$ cat src/rtl/rtc_regs_pkg.sv
package rtc_regs_pkg;
  localparam int unsigned DATA_W = 8;

  typedef struct packed {
    logic       rsvd;
    logic [1:0] trickle;
    logic       osc_en;
    logic       wprot;
    logic [1:0] ain_sel;
    logic       alarm_ie;
  } ctrl_t;

  localparam logic [DATA_W-1:0] CTRL_WMASK = 8'h7F;
  localparam ctrl_t CTRL_RST = '{rsvd: 1'b0, trickle: 2'b11, osc_en: 1'b1,
                                 wprot: 1'b0, ain_sel: 2'b00, alarm_ie: 1'b0};
endpackage

$ cat src/rtl/rtc_ctrl_reg.sv
module rtc_ctrl_reg
  import rtc_regs_pkg::*;
(
  input  logic              clk,
  input  logic              rst,
  input  logic              wr_en,
  input  logic [DATA_W-1:0] wdata,
  output ctrl_t             ctrl_q
);
  always_ff @(posedge clk) begin
    if (rst)        ctrl_q <= CTRL_RST;
    else if (wr_en) ctrl_q <= ctrl_t'(wdata & CTRL_WMASK);
  end

  // a write lands with the reserved bit forced low
  assert_ctrl_write_R2: assert property (@(posedge clk) disable iff (rst)
    wr_en |=> (ctrl_q == ctrl_t'($past(wdata) & CTRL_WMASK)));
  assert_ctrl_hold_R2: assert property (@(posedge clk) disable iff (rst)
    !wr_en |=> $stable(ctrl_q));
endmodule

$ cat src/rtl/rtc_irq_flag.sv
module rtc_irq_flag (
  input  logic clk,
  input  logic rst,
  input  logic set_pulse,
  input  logic clr_access,
  output logic flag_q
);
  always_ff @(posedge clk) begin
    if (rst)             flag_q <= 1'b0;
    else if (clr_access) flag_q <= 1'b0;   // clear has priority
    else if (set_pulse)  flag_q <= 1'b1;
  end

  assert_clear_wins_R7: assert property (@(posedge clk) disable iff (rst)
    clr_access |=> !flag_q);
  assert_set_R4: assert property (@(posedge clk) disable iff (rst)
    (set_pulse && !clr_access) |=> flag_q);
  assert_sticky_R4: assert property (@(posedge clk) disable iff (rst)
    (flag_q && !clr_access) |=> flag_q);
endmodule

$ cat src/rtl/rtc_lobat_hyst.sv
module rtc_lobat_hyst (
  input  logic clk,
  input  logic rst,
  input  logic above_hi,
  input  logic below_lo,
  output logic lobat_q
);
  always_ff @(posedge clk) begin
    if (rst)           lobat_q <= 1'b0;
    else if (below_lo) lobat_q <= 1'b1;
    else if (above_hi) lobat_q <= 1'b0;
  end

  assert_low_sets_R8: assert property (@(posedge clk) disable iff (rst)
    below_lo |=> lobat_q);
  assert_high_clears_R8: assert property (@(posedge clk) disable iff (rst)
    (above_hi && !below_lo) |=> !lobat_q);
  assert_band_holds_R8: assert property (@(posedge clk) disable iff (rst)
    (!above_hi && !below_lo) |=> $stable(lobat_q));
endmodule

$ cat src/rtl/rtc_alarm_regs.sv
module rtc_alarm_regs
  import rtc_regs_pkg::*;
#(
  parameter int unsigned ADDR_W    = 4,
  parameter int unsigned CTRL_ADDR = 11,
  parameter int unsigned STAT_ADDR = 12,
  parameter int unsigned ALM_LO    = 1,
  parameter int unsigned ALM_HI    = 3
) (
  input  logic              clk,
  input  logic              rst,
  input  logic [ADDR_W-1:0] bus_addr,
  input  logic [DATA_W-1:0] bus_wdata,
  input  logic              bus_rd,
  input  logic              bus_wr,
  input  logic              alarm_match,
  input  logic              upd_busy,
  input  logic              bat_above_hi,
  input  logic              bat_below_lo,
  output logic              irq_out,
  output logic [DATA_W-1:0] bus_rdata
);
  localparam logic [ADDR_W-1:0] A_CTRL = CTRL_ADDR[ADDR_W-1:0];
  localparam logic [ADDR_W-1:0] A_STAT = STAT_ADDR[ADDR_W-1:0];
  localparam logic [ADDR_W-1:0] A_ALO  = ALM_LO[ADDR_W-1:0];
  localparam logic [ADDR_W-1:0] A_AHI  = ALM_HI[ADDR_W-1:0];

  ctrl_t ctrl_q;
  logic  irqf_q, lobat_q;
  logic  ctrl_wr, alm_access;
  logic [DATA_W-1:0] status_w, rd_mux;

  assign ctrl_wr    = bus_wr && (bus_addr == A_CTRL);
  assign alm_access = (bus_rd || bus_wr) && (bus_addr >= A_ALO) && (bus_addr <= A_AHI);

  rtc_ctrl_reg u_ctrl (
    .clk(clk), .rst(rst), .wr_en(ctrl_wr), .wdata(bus_wdata), .ctrl_q(ctrl_q)
  );

  rtc_irq_flag u_flag (
    .clk(clk), .rst(rst), .set_pulse(alarm_match), .clr_access(alm_access), .flag_q(irqf_q)
  );

  rtc_lobat_hyst u_lobat (
    .clk(clk), .rst(rst), .above_hi(bat_above_hi), .below_lo(bat_below_lo), .lobat_q(lobat_q)
  );

  assign status_w = {upd_busy, lobat_q, 5'b00000, irqf_q};

  always_comb begin
    rd_mux = '0;
    if (bus_addr == A_CTRL)      rd_mux = ctrl_q;
    else if (bus_addr == A_STAT) rd_mux = status_w;
  end

  always_ff @(posedge clk) begin
    if (rst) begin
      bus_rdata <= '0;
      irq_out   <= 1'b0;
    end else begin
      if (bus_rd) bus_rdata <= rd_mux;
      irq_out <= irqf_q && ctrl_q.alarm_ie;
    end
  end

  assert_irq_on_R5: assert property (@(posedge clk) disable iff (rst)
    (irqf_q && ctrl_q.alarm_ie) |=> irq_out);
  assert_irq_off_R5: assert property (@(posedge clk) disable iff (rst)
    !(irqf_q && ctrl_q.alarm_ie) |=> !irq_out);
  assert_rdata_hold_R10: assert property (@(posedge clk) disable iff (rst)
    !bus_rd |=> $stable(bus_rdata));
  assert_status_pad_R3: assert property (@(posedge clk) disable iff (rst)
    (bus_rd && bus_addr == A_STAT) |=> (bus_rdata[5:1] == 5'b00000));
  assert_rsvd_zero_R2: assert property (@(posedge clk) disable iff (rst)
    (bus_rd && bus_addr == A_CTRL) |=> !bus_rdata[7]);
endmodule

$ cat config.mk
export PLATFORM = sky130hd
export DESIGN_NAME = rtc_alarm_regs
export DESIGN_NICKNAME = d
export VERILOG_FILES = /design/src/rtl/rtc_regs_pkg.sv /design/src/rtl/rtc_ctrl_reg.sv /design/src/rtl/rtc_irq_flag.sv /design/src/rtl/rtc_lobat_hyst.sv /design/src/rtl/rtc_alarm_regs.sv
export SDC_FILE = /design/constraint.sdc
export NUM_CORES = 1
export LEC_CHECK = 0
export BUFFER_PORTS_ARGS = -buffer_cell sky130_fd_sc_hd__buf_2
export CAP_MARGIN = 20
export CORE_MARGIN = 1
export CORE_UTILIZATION = 42
export DETAILED_ROUTE_END_ITERATION = 8
export MAX_ROUTING_LAYER = met4
export PLACE_DENSITY = 0.77
export SYNTH_ARGS = -nofsm -noshare
export SYNTH_HDL_FRONTEND = slang
export SYNTH_SLANG_ARGS = --single-unit
$ cat constraint.sdc
create_clock -name clk -period 2.7 [get_ports clk]
set_input_delay 0.54 -clock clk [delete_from_list [all_inputs] [get_ports clk]]
set_output_delay 0.54 -clock clk [all_outputs]
set_load 0.05 [all_outputs]
==> results of run 1 <==
registers in the layout (all words and copies together), names as in the netlist:
name and flops:
bus_rdata 8, u_ctrl.ctrl_q 7, irq_out 1, u_flag.flag_q 1
u_lobat.lobat_q 1
routing by layer:
metal / vias to the layer above / global-route usage [%]
met2: 20 / 24.4
met1: 289 / 18.4
li1: 335 / -
met3: 4 / 4.90
met5: - / -
met4: 0 / 10.9
through the flow:
stage                     total power, uW  cells
after floorplan                       304     83
after global placement                320    128
after detailed placement              322    128
after CTS                             488    132
after global routing                  505    132
final                                 485    132
where the power goes:
group / switching (uW) / total [uW] / internal [uW]
Sequential: 2.64 / 273 / 270
Combinational: 22.3 / 42.2 / 19.9
Clock: 87.3 / 170 / 82.3
Total: 112 / 485 / 372
logic make-up after synthesis:
kind of cell	synth area share, %
AND/OR/NAND/NOR	31.6
flip-flops	47.7
AO/OA/AOI/OAI	10.1
buffers and inverters	5.30
multiplexers	5.30
layout make-up:
cell class                      count  area, um^2  area share [%]
Sequential cell                    18         360            39.0
Timing Repair Buffer               27         135            14.6
Inverter                            2        7.51           0.812
Tap cell                           24        30.0            3.25
Multi-Input combinational cell     57         355            38.4
Clock buffer                        4        36.3            3.92
worst max-delay path by stage:
stage,cells past startpoint,end,slack (ns),start
finish,1,bus_rdata[6],1.25,bus_rdata[6]
global route,1,bus_rdata[6],1.20,bus_rdata[6]
CTS,1,bus_rdata[6],1.25,bus_rdata[6]
detailed placement,4,u_ctrl.ctrl_q[1],0.97,bus_addr[2]
global placement,4,u_ctrl.ctrl_q[4],1.0,bus_addr[2]
floorplan,4,u_ctrl.ctrl_q[6],1.29,bus_addr[1]
synth_stat cells, drive strengths merged:
cell type / number / area share, %
buf: 2 / 2.2
nor2: 6 / 3.0
and4b: 1 / 1.3
mux2i: 4 / 5.3
nand2: 4 / 2.0
and2: 1 / 0.99
a211o: 3 / 3.5
nand3: 7 / 4.6
o211ai: 2 / 2.0
nand2b: 14 / 12
and3: 3 / 2.6
inv: 2 / 0.99
nand4b: 2 / 2.3
and4bb: 1 / 1.7
a21oi: 7 / 4.6
nor3: 1 / 0.66
dfxtp: 18 / 48
nor4: 1 / 0.83
clkbuf: 4 / 2.2
==> run_results.csv, run 1 <==
group,metric,value,unit
run_status,status,"finished clean",
setup_path,rrSetupSlack,2.03,ns
route,dr_wl_met3,63,um
synthesis,syn_inst,83,
clocking,cts_resized,0,
setup_path,reg2reg_depth,1,
die,pin_count,29,
sta,whs,0.444,ns
sta,slew_headroom,73.4,%
power_and_ir_drop,leakagePower,0.000393,uW
synthesis,netlist_area,756,um^2
global_routing,grt_antenna_before_repair,0,
synthesis,syn-num-nets,103,
hold_path,hold_depth,3,
sta,slew_violations,0,
global_routing,grt_pass1_vias,515,
route,met1Wirelength,699,um
setup_path,cp_top_family,"flip-flops",
synthesis,ys_ff_latch,18,
clocking,cts_tree,"yes",
setup_path,crit_path_cell_trace,"buf_2",
sta,fmax,689,MHz
power_and_ir_drop,cellPowerDensity,524,nW/um^2
global_routing,grt_max_degree,24,
placed_design,gp_congestion,0.738,
cells_and_area,finalNetCount,129,
sta,fin_tns_setup,0,ns
sta,tightest_slew,0.399,ns
global_routing,grt_usage,16.2,%
route,num_vias,648,
synthesis,synth_warnings,0,
synthesis,synth_seq_area_share,47.7,%
cells_and_area,layout_common_cells,"buf_2, dfxtp_1, nand2b_1, nand3_1, a21oi_1",
cells_and_area,drive_gt1_share,31.5,%
clocking,clock_sinks,18,
sta,min_period,1.45,ns
die,row_count,14,
sta,fin_skew,0.00866,ns
route,drt_iter0_markers,3,
setup_path,crit_arrival,0.91,ns
setup_path,setup.worst_path.class,"reg2out",
setup_path,cp_max_fo,2,
run,maxCapViolations,0,
die,start_util,47.4,%
route,wire_per_inst,10.6,um
clocking,hold_buffers,0,
clocking,clockBufferDepth,2,
route,viasPerCell,4.91,
route,wirelength,1400,um
global_routing,grt_first_pass_wirelength,2170,um
sta,setup_viol,0,
sta,setup_slack,1.25,ns
route,drc,0,
die,coreArea,1590,um^2
placed_design,dp_hpwl,998,um
die,die_area,1970,um^2
sta,rsz0062_at_grt,"no",
clocking,root_buffer,"clkbuf_4",
sta,hold_viol,0,
placed_design,portBuffers,27,
clocking,clk-insertion-delay-late,0.30,ns
setup_path,crit_path_start_kind,"flop",
setup_path,r2r-end,"u_ctrl.ctrl_q[6]",
hold_path,hold_path_end,"u_lobat.lobat_q",
cells_and_area,fill_cells,150,
cells_and_area,synthToLayoutAreaGrowth,22.4,%
hold_path,hold_class,"in2reg",
synthesis,synth_cell_type_count,22,
hold_path,hp-start,"bat_below_lo",
setup_path,critPathMaxStageDelay,0.35,ns
route,met2_wirelength,607,um
route,first_pass_iters,3,
setup_path,crit_slowest_cell,"dfxtp_1",
clocking,path_clk_slew,0.10,ns
cells_and_area,utilization,58.0,%
clocking,cts_setup_buffers,0,
clocking,cts_htree_levels,1,
sta,period_share,53.7,%
cells_and_area,diodes,0,
setup_path,crit-reg2reg-launch,"u_ctrl.ctrl_q[6]",
global_routing,grt_overflow,0,
placed_design,pre_cts_ws,0.967,ns
route,postRouteAntennaNets,0,
placed_design,placedInstanceArea,888,um^2
power_and_ir_drop,peakVddDrop,273,uV
die,die_h,44.4,um
synthesis,avgSynthCellArea,9.11,um^2
setup_path,crit_path_end_kind,"output pin",
cells_and_area,final_common_cell,"buf_2",
setup_path,worstPathRequired,2.16,ns
setup_path,critPathBufInv,1,
clocking,numCtsBuffers,3,
cells_and_area,finalInstanceArea,925,um^2
die,die-width,44.4,um
route,top_layer,"met4",
Note: power is estimated with default switching activity, not from simulation.
==> run 2: changes to the inputs <==
==> constraint.sdc (replaced) <==
create_clock -name clk -period 1.4 [get_ports clk]
set_input_delay 0.28 -clock clk [delete_from_list [all_inputs] [get_ports clk]]
set_output_delay 0.28 -clock clk [all_outputs]
set_load 0.05 [all_outputs]
==> run 2 against run 1 <==
Via count decreased by 0.31%. Power increased by 92%. First-iteration DRC count unchanged. Register-to-register slack got worse by 1.3 ns. Cell count increased by 0.76%. Wire length decreased by 0.43%. Sequential cell count unchanged. Largest power group unchanged.
==> run_results.csv, run 2 (synthesis gave the netlist of run 1 again) <==
group,metric,value,unit
cells_and_area,largest_reg_flops,8,
power_and_ir_drop,peakVddDrop,493,uV
route,wire_per_inst,10.5,um
setup_path,crit_path_start_kind,"flop",
clocking,root_buffer,"clkbuf_4",
setup_path,r2r-end,"bus_rdata[0]",
hold_path,hold_depth,3,
clocking,clockBufferDepth,2,
setup_path,cp_max_fo,2,
cells_and_area,layout_common_cells,"buf_2, dfxtp_1, nand2b_1, nand3_1, a21oi_1",
placed_design,portBuffers,27,
clocking,cts_resized,0,
sta,rsz0062_at_grt,"no",
setup_path,crit_slowest_cell,"dfxtp_1",
setup_path,critPathMaxStageDelay,0.36,ns
global_routing,gr-usage-met3,3.67,%
cells_and_area,reg_top3,"bus_rdata (8), u_ctrl.ctrl_q (7)",
placed_design,gp_congestion,0.734,
setup_path,crit_arrival,0.92,ns
route,wirelength,1390,um
global_routing,grt_usage,16.5,%
route,drt_iter0_markers,3,
hold_path,hold_class,"in2reg",
cells_and_area,max_flop_register,"bus_rdata",
route,viasPerCell,4.86,
clocking,cts_setup_buffers,0,
sta,fmax,834,MHz
setup_path,rrSetupSlack,0.72,ns
die,die_area,1970,um^2
power_and_ir_drop,p_total,930,uW
cells_and_area,utilization,58.5,%
setup_path,crit-reg2reg-launch,"u_ctrl.ctrl_q[0]",
global_routing,busiest_layer,"met2",
global_routing,use_met1,19.0,%
global_routing,grt_max_degree,24,
run_status,status,"finished clean",
sta,tightest_slew,0.337,ns
sta,setup_viol,0,
cells_and_area,final_common_cell,"buf_2",
global_routing,grt_overflow,0,
clocking,clk-insertion-delay-late,0.30,ns
setup_path,cp_top_family,"flip-flops",
clocking,cts_tree,"yes",
setup_path,crit_path_end_kind,"output pin",
sta,period_share,85.6,%
route,first_pass_iters,4,
die,coreArea,1590,um^2
sta,fin_tns_setup,0,ns
clocking,clock_sinks,18,
clocking,numCtsBuffers,3,
power_and_ir_drop,leakagePower,0.000398,uW
placed_design,dp_hpwl,1020,um
run,maxCapViolations,0,
setup_path,critPathBufInv,1,
clocking,cts_htree_levels,1,
route,postRouteAntennaNets,0,
global_routing,grt_antenna_before_repair,0,
setup_path,reg2reg_depth,2,
clocking,path_clk_slew,0.10,ns
global_routing,grt_first_pass_wirelength,2260,um
cells_and_area,stdcell_count,133,
clocking,hold_buffers,0,
cells_and_area,synthToLayoutAreaGrowth,23.3,%
setup_path,worstPathRequired,1.12,ns
global_routing,grt_pass1_vias,567,
setup_path,crit_path_cell_trace,"buf_2",
hold_path,hp-start,"bat_below_lo",
hold_path,hold_path_end,"u_lobat.lobat_q",
sta,min_period,1.20,ns
sta,slew_violations,0,
sta,slew_headroom,77.5,%
sta,hold_viol,0,
route,drc,0,
cells_and_area,finalNetCount,130,
die,row_count,14,
die,pin_count,29,
global_routing,use_met2,25.6,%
cells_and_area,diodes,0,
setup_path,setup.worst_path.class,"reg2out",
sta,fin_skew,0.00657,ns
cells_and_area,drive_gt1_share,32.1,%
route,num_vias,646,
placed_design,dp.cells,129,
die,die-width,44.4,um
die,die_h,44.4,um
die,start_util,47.4,%
power_and_ir_drop,cellPowerDensity,998,nW/um^2
run 2: final cells by class:
type,instances,area (um^2)
well taps,24,30.0
flip-flops and latches,18,360
clock buffers,4,36.3
multi-input cells,57,355
repair buffers,28,143
fillers,147,662
inverters,2,7.51
run 2: worst reg2reg max path: cells and delay by family, from the launching register on:
| kind | cells | cell delay [ns] |
|---|---|---|
| flops | 1 | 0.33 |
| simple gates | 1 | 0.08 |
| compound gates | 1 | 0.19 |
run 2: metrics by stage:
stage | area (um^2) | hold slack (ns) | setup WS [ns]
2_1_floorplan | 756 | 0.397 | 0.254
3_3_place_gp | 896 | 0.440 | 0.109
3_5_place_dp | 896 | 0.445 | 0.0661
4_1_cts | 932 | 0.192 | 0.193
5_1_grt | 932 | 0.214 | 0.171
6_report | 932 | 0.193 | 0.202
run 2: how the worst max path moves through the flow:
stage                      start          endpoint  slack, ns  depth (start not counted)
floorplan            bus_addr[1]  u_ctrl.ctrl_q[6]       0.25                          4
global placement     bus_addr[2]  u_ctrl.ctrl_q[4]       0.11                          4
detailed placement   bus_addr[2]  u_ctrl.ctrl_q[2]       0.07                          4
CTS                 bus_rdata[0]      bus_rdata[0]       0.19                          1
global route        bus_rdata[6]      bus_rdata[6]       0.17                          1
finish              bus_rdata[6]      bus_rdata[6]       0.20                          1
run 2: layer usage:
metal / vias up / part of all wire [%]
li1: 340 / -
met1: 273 / 48
met2: 26 / 43
met3: 7 / 5.7
met4: 0 / 3.2
met5: - / 0
run 2: power breakdown:
group	leakage, uW	internal (uW)	switching [uW]	total [uW]
Sequential	0.000146	521	5.12	526
Combinational	0.000231	39.2	43.4	82.7
Clock	0.0000210	159	162	321
Total	0.000398	719	211	930
